File: src/rtl/spwm_pkg.sv
package spwm_pkg;

  // Register byte addresses
  localparam logic [7:0] ADDR_CTRL = 8'h00;
  localparam logic [7:0] ADDR_LOW  = 8'h18;
  localparam logic [7:0] ADDR_HIGH = 8'h1C;

  // Control bit positions
  localparam int BIT_RUN    = 0;
  localparam int BIT_STYLE  = 2;
  localparam int BIT_COMMIT = 5;
  localparam int BIT_FIRE   = 9;
  localparam int BIT_FLIP   = 10;
  localparam int BIT_DRIVE  = 14;

  typedef enum logic {
    PH_LOW  = 1'b0,
    PH_HIGH = 1'b1
  } spwm_phase_e;

  // Control-to-datapath strobes
  typedef struct packed {
    logic load;  // copy staged counts and restart the period
    logic run;   // run and drive both set
    logic flip;  // swap polarity
  } spwm_strobe_t;

endpackage

File: src/rtl/spwm_regs.sv
module spwm_regs
  import spwm_pkg::*;
#(
  parameter int ADDR_W = 8,
  parameter int DATA_W = 32,
  parameter int CNT_W  = 32
) (
  input  logic              clk,
  input  logic              rstN,
  input  logic              busWe,
  input  logic [ADDR_W-1:0] busAddr,
  input  logic [DATA_W-1:0] busWdata,
  output logic [DATA_W-1:0] busRdata,
  output logic [CNT_W-1:0]  stagedHigh,
  output logic [CNT_W-1:0]  stagedLow,
  output spwm_strobe_t      strobe
);

  localparam logic [DATA_W-1:0] COMMIT_MASK = DATA_W'(1) << BIT_COMMIT;

  logic [DATA_W-1:0] ctrlReg;
  logic              hitCtrl, hitLow, hitHigh;

  assign hitCtrl = busAddr == ADDR_W'(ADDR_CTRL);
  assign hitLow  = busAddr == ADDR_W'(ADDR_LOW);
  assign hitHigh = busAddr == ADDR_W'(ADDR_HIGH);

  always_ff @(posedge clk) begin
    if (!rstN) begin
      ctrlReg    <= '0;
      stagedHigh <= '0;
      stagedLow  <= '0;
    end else if (busWe) begin
      if (hitCtrl) ctrlReg    <= busWdata & ~COMMIT_MASK;
      if (hitLow)  stagedLow  <= busWdata[CNT_W-1:0];
      if (hitHigh) stagedHigh <= busWdata[CNT_W-1:0];
    end
  end

  always_comb begin
    strobe.load = busWe && hitCtrl && busWdata[BIT_COMMIT];
    strobe.run  = ctrlReg[BIT_RUN] && ctrlReg[BIT_DRIVE];
    strobe.flip = ctrlReg[BIT_FLIP];
  end

  always_comb begin
    busRdata = '0;
    if (hitCtrl)      busRdata = ctrlReg;
    else if (hitLow)  busRdata = DATA_W'(stagedLow);
    else if (hitHigh) busRdata = DATA_W'(stagedHigh);
  end

  // a count written at an address is what that address reads next cycle
  assert_staged_readback_R8: assert property (@(posedge clk) disable iff (!rstN)
    (busWe && hitLow) |=> (!hitLow || busRdata == DATA_W'($past(busWdata[CNT_W-1:0]))));

  // the commit bit never reads back
  assert_commit_reads_zero_R8: assert property (@(posedge clk) disable iff (!rstN)
    (busWe && hitCtrl) |=> (!hitCtrl || busRdata == ($past(busWdata) & ~COMMIT_MASK)));

endmodule

File: src/rtl/spwm_wave.sv
module spwm_wave
  import spwm_pkg::*;
#(
  parameter int CNT_W = 32
) (
  input  logic             clk,
  input  logic             rstN,
  input  logic [CNT_W-1:0] stagedHigh,
  input  logic [CNT_W-1:0] stagedLow,
  input  spwm_strobe_t     strobe,
  output logic             pwmOut
);

  logic [CNT_W-1:0] activeHigh, activeLow, cnt;
  spwm_phase_e      phase;
  logic             startHigh, bothZero, lastCycle;

  assign startHigh = strobe.load ? (stagedHigh != '0) : (activeHigh != '0);
  assign bothZero  = (activeHigh == '0) && (activeLow == '0);
  assign lastCycle = (phase == PH_HIGH) ? (cnt == activeHigh - 1'b1)
                                        : (cnt == activeLow - 1'b1);

  always_ff @(posedge clk) begin
    if (!rstN) begin
      activeHigh <= '0;
      activeLow  <= '0;
      cnt        <= '0;
      phase      <= PH_LOW;
    end else begin
      if (strobe.load) begin
        activeHigh <= stagedHigh;
        activeLow  <= stagedLow;
      end
      if (strobe.load || !strobe.run) begin
        cnt   <= '0;
        phase <= startHigh ? PH_HIGH : PH_LOW;
      end else if (!bothZero) begin
        if (lastCycle) begin
          cnt <= '0;
          if (phase == PH_HIGH) phase <= (activeLow != '0) ? PH_LOW : PH_HIGH;
          else                  phase <= (activeHigh != '0) ? PH_HIGH : PH_LOW;
        end else begin
          cnt <= cnt + 1'b1;
        end
      end
    end
  end

  assign pwmOut = (strobe.run && phase == PH_HIGH) ^ strobe.flip;

  // running counts change only on a commit
  assert_staged_isolated_R2: assert property (@(posedge clk) disable iff (!rstN)
    !strobe.load |=> ($stable(activeHigh) && $stable(activeLow)));

  // a commit restarts the period
  assert_commit_restart_R3: assert property (@(posedge clk) disable iff (!rstN)
    strobe.load |=> (cnt == '0 && (phase == PH_HIGH) == (activeHigh != '0)));

  // the counter never runs past the active stretch
  assert_high_bound_R4: assert property (@(posedge clk) disable iff (!rstN)
    (phase == PH_HIGH) |-> (cnt < activeHigh));

  // a zero active count never reaches the active phase
  assert_zero_high_low_R5: assert property (@(posedge clk) disable iff (!rstN)
    (activeHigh == '0) |-> (phase == PH_LOW));

endmodule

File: src/rtl/shadowed_pwm.sv
module shadowed_pwm
  import spwm_pkg::*;
#(
  parameter int ADDR_W = 8,
  parameter int DATA_W = 32,
  parameter int CNT_W  = 32
) (
  input  logic              clk,
  input  logic              rstN,
  input  logic              busWe,
  input  logic [ADDR_W-1:0] busAddr,
  input  logic [DATA_W-1:0] busWdata,
  output logic [DATA_W-1:0] busRdata,
  output logic              pwmOut
);

  logic [CNT_W-1:0] stagedHigh, stagedLow;
  spwm_strobe_t     strobe;

  spwm_regs #(.ADDR_W(ADDR_W), .DATA_W(DATA_W), .CNT_W(CNT_W)) i_regs (
    .clk        (clk),
    .rstN       (rstN),
    .busWe      (busWe),
    .busAddr    (busAddr),
    .busWdata   (busWdata),
    .busRdata   (busRdata),
    .stagedHigh (stagedHigh),
    .stagedLow  (stagedLow),
    .strobe     (strobe)
  );

  spwm_wave #(.CNT_W(CNT_W)) i_wave (
    .clk        (clk),
    .rstN       (rstN),
    .stagedHigh (stagedHigh),
    .stagedLow  (stagedLow),
    .strobe     (strobe),
    .pwmOut     (pwmOut)
  );

endmodule

File: config.mk
export PLATFORM = sky130hd
export DESIGN_NAME = shadowed_pwm
export DESIGN_NICKNAME = d
export VERILOG_FILES = /design/src/rtl/spwm_pkg.sv /design/src/rtl/spwm_regs.sv /design/src/rtl/spwm_wave.sv /design/src/rtl/shadowed_pwm.sv
export SDC_FILE = /design/constraint.sdc
export NUM_CORES = 1
export LEC_CHECK = 0
export BUFFER_PORTS_ARGS = -buffer_cell sky130_fd_sc_hd__buf_2
export CAP_MARGIN = 20
export CORE_AREA = 2 2 110 165
export CTS_CLUSTER_SIZE = 25
export DETAILED_ROUTE_END_ITERATION = 6
export DIE_AREA = 0 0 112 167
export PLACE_DENSITY_LB_ADDON = 0.2
export SLEW_MARGIN = 10
export SYNTH_ARGS = -nofsm -noshare
export SYNTH_HDL_FRONTEND = slang
export SYNTH_HIERARCHICAL = 1
export SYNTH_SLANG_ARGS = --single-unit
export TNS_END_PERCENT = 100
File: constraint.sdc
create_clock -name clk -period 5.06 [get_ports clk]
set_input_delay 1.012 -clock clk [delete_from_list [all_inputs] [get_ports clk]]
set_output_delay 1.012 -clock clk [all_outputs]
set_load 0.01 [all_outputs]
==> run metrics <==
via density per instance 5.928; leakage 3.734 nW; Synth warnings 6; drt drc 0; WL per Instance 17.83 µm; worst min-delay path class flop to flop; antenna violations before repair 0; peak supply drop 0.2666 mV; final net count 1200; Worst Setup Start Kind flop; Final Max Slew Viols 0; Inserted Clock Buffers 17; Overflow after GRT 0; final instance area 0.01127 mm²; core area 0.01727 mm²; clk_lat worst skew 0.44 ns; CP Capture Type flop; Clock Skew 0.01068 ns; GRT Util Overall 26.27%; largest fanout on the critical path 36; ys flop type dfxtp_1; routed via count 8186; overall power 2.965 mW; worst path required time 5.37 ns; Multi-input gate area 0.006051 mm²; Comb power frac 3.1%; post-DP HPWL 17480 µm; Antenna diodes 0; FF-to-FF path depth 11; Hold Crit Start i_regs/ctrlReg[15]$_SDFFE_PN0P_; Die ar. 0.01870 mm²; clock sinks 192; sequential fraction of design power 51.0%; I/O Buffers 75; cell count after synthesis 1117; synthesized area 0.01038 mm²; switch share 23.71%; largest net degree at the start of global routing 89; Pre-antenna DRT Iters 7; fraction of power consumed by the clock network 45.9%; Setup crit end i_wave/cnt[24]$_SDFFE_PP0N_; WS Path Type flop to flop; htree depth 4; Root Buffer clkbuf_16; critical register-to-register path startpoint i_wave/phase$_SDFFE_PN0P_; Tcrit/Tclk final 81.90%; P_sw 0.7029 mW; CTS Buffer Depth 2; Die Span Y 167 µm; WP data arrival 4.45 ns; Place WS 0.9573 ns; hold_ws 0.4610 ns; Initial DRC Count 493; flop2flop setup slack 0.92 ns; Final Setup Violations 0; status complete, no violations; first-pass GRT wire length 40030 µm; setup TNS 0 ns; number of synthesized flops with an enable pin 0; synth unique cells 68; Post-CTS Hold Fix Bufs 0; Filler cells 1471; FF/Latch Area 0.003847 mm²; Slew @ Worst Pin 0.8512 ns; placement row count 59; Placed Instances 1348; flops & latches, synth 192; syn nets 1162; synthesis-to-layout area growth 8.547%; fin cells 1381; I/O pins 76; DRT antenna net count 0; max frequency 241.3 MHz; Seq/Total Area, Yosys 37.03%; die width 112 µm; clock-pin slew on the worst setup and hold paths 0.07 ns; Int Power 2.262 mW; routability cong. 0.8631; RSZ-0062 raised after global routing no; Post-CTS Setup Repair Bufs 0; ratio of cells with drive above 1 in the final layout 17.38%; Async S/R FF share, synth 0%; post-CTS sizing 0; number of global-route vias before repair 7831; syn avg cell area 9.292 µm²; Max-Slew Margin vs Limit 43.25%; final hold vios 0; reg-to-reg endpoint i_wave/cnt[24]$_SDFFE_PP0N_; final wirelength 24620 µm; Setup crit start i_wave/phase$_SDFFE_PN0P_; initial core utilization 60.08%; Min Clock Period, post-route 4.144 ns; Core Util, Final 65.22%; placed instance area 0.01064 mm²; maxcap violations 0; final worst slack 0.9159 ns; pwr dens 263.2 mW/mm²; TritonCTS clock tree built
==> critical path: stages (launching register included) <==
cell and delay [ns]:
dfxtp_4 0.62, mux2i_1 0.33, ha_1 0.25, nor4b_2 0.30, o22ai_2 0.19, nor2_2 0.31
o2111a_1 0.23, o2111ai_1 0.13, or4b_1 0.54, or4_4 0.56, nand3_4 0.44, nor2_1 0.10
==> Yosys cell counts, types with 6 or more instances <==
library cell	instances	area [µm²]
a21oi_1	15	75.07
a22oi_1	33	247.7
and2_1	7	43.79
and3_1	7	43.79
buf_1	7	26.28
buf_2	6	30.03
buf_6	7	78.83
buf_8	9	135.1
clkbuf_1	34	127.6
dfxtp_1	192	3844
mux2_2	32	360.4
mux2i_1	195	1952
nand2_1	163	611.8
nand3_1	17	85.08
nand4_1	17	106.4
nor2_1	64	240.2
nor2_2	31	193.9
nor2b_1	65	406.6
nor3_1	23	115.1
nor3b_1	6	45.04
nor4_1	22	137.6
or3_1	7	43.79
xnor2_1	44	385.4
xor2_1	32	280.3
==> cell usage in the layout, fill, tap and decap left out, types with 6 or more instances in the layout <==
master     Yosys  routed
or3_1          7       7
nor2_2        31      31
dfxtp_1      192     191
mux2_2        32      32
buf_2          6      74
clkbuf_16      0      17
xor2_1        32      32
nor2b_1       65      65
mux2i_1      195     195
nor2_1        64      64
nand2_1      163     163
and3_1         7       7
a21oi_1       15      15
a22oi_1       33      33
nand4_1       17      17
nor3b_1        6       6
nand3_1       17      17
xnor2_1       44      44
nor3_1        23      22
nor4_1        22      22
buf_4          2      12
and2_1         7       6
==> area by class of cell <==
type,count,area share [%]
clock buffers,18,3.898
clock inverters,14,1.488
inverters,5,0.1666
multi-input cells,852,53.71
flip-flops and latches,192,34.15
well taps,213,2.366
repair buffers,87,4.220
==> sequential cells by signal, summed over array words and instances (netlist names) <==
| signal | cells |
|---|---|
| i_regs/ctrlReg | 31 |
| i_regs/stagedHigh | 32 |
| i_regs/stagedLow | 32 |
| i_wave/activeHigh | 32 |
| i_wave/activeLow | 32 |
| i_wave/cnt | 32 |
| i_wave/phase | 1 |
==> routing by layer <==
metal	track usage (%)	wire, µm	vias up
met5	0	0	-
li1	-	-	4006
met3	3.712	1140	41
met4	8.537	541	0
met1	35.01	11120	3871
met2	44.03	11830	268
==> power groups by stage <==
stage | clock [mW] | combinational, mW | sequential, mW
global placement | 0 | 0.0905 | 1.55
CTS | 1.38 | 0.0912 | 1.51
detailed placement | 0 | 0.0911 | 1.55
global route | 1.44 | 0.0992 | 1.51
finish | 1.36 | 0.0924 | 1.51
floorplan | 0 | 0.0586 | 1.55
==> how the worst min path moves through the flow <==
stage                                      end  depth (start not counted)
2_1_floorplan  i_regs/ctrlReg[11]$_SDFFE_PN0P_                          2
3_5_place_dp   i_regs/ctrlReg[31]$_SDFFE_PN0P_                          2
6_report       i_regs/ctrlReg[15]$_SDFFE_PN0P_                          2
3_3_place_gp   i_regs/ctrlReg[29]$_SDFFE_PN0P_                          2
5_1_grt         i_regs/ctrlReg[3]$_SDFFE_PN0P_                          2
4_1_cts        i_regs/ctrlReg[31]$_SDFFE_PN0P_                          2
==> logic make-up (layout without fill, tap and decap cells) <==
logic type	after synthesis	in the layout	share of synthesized area, %
multiplexers	227	227	22.28
flip-flops	192	192	37.03
buffers and inverters	73	124	4.738
AO/OA/AOI/OAI	85	85	5.931
AND/OR/NAND/NOR	462	462	23.36
adder cells (fa/ha/maj)	2	2	0.2411
XOR/XNOR	76	76	6.414
No activity file was read; power rests on OpenSTA's default activity.
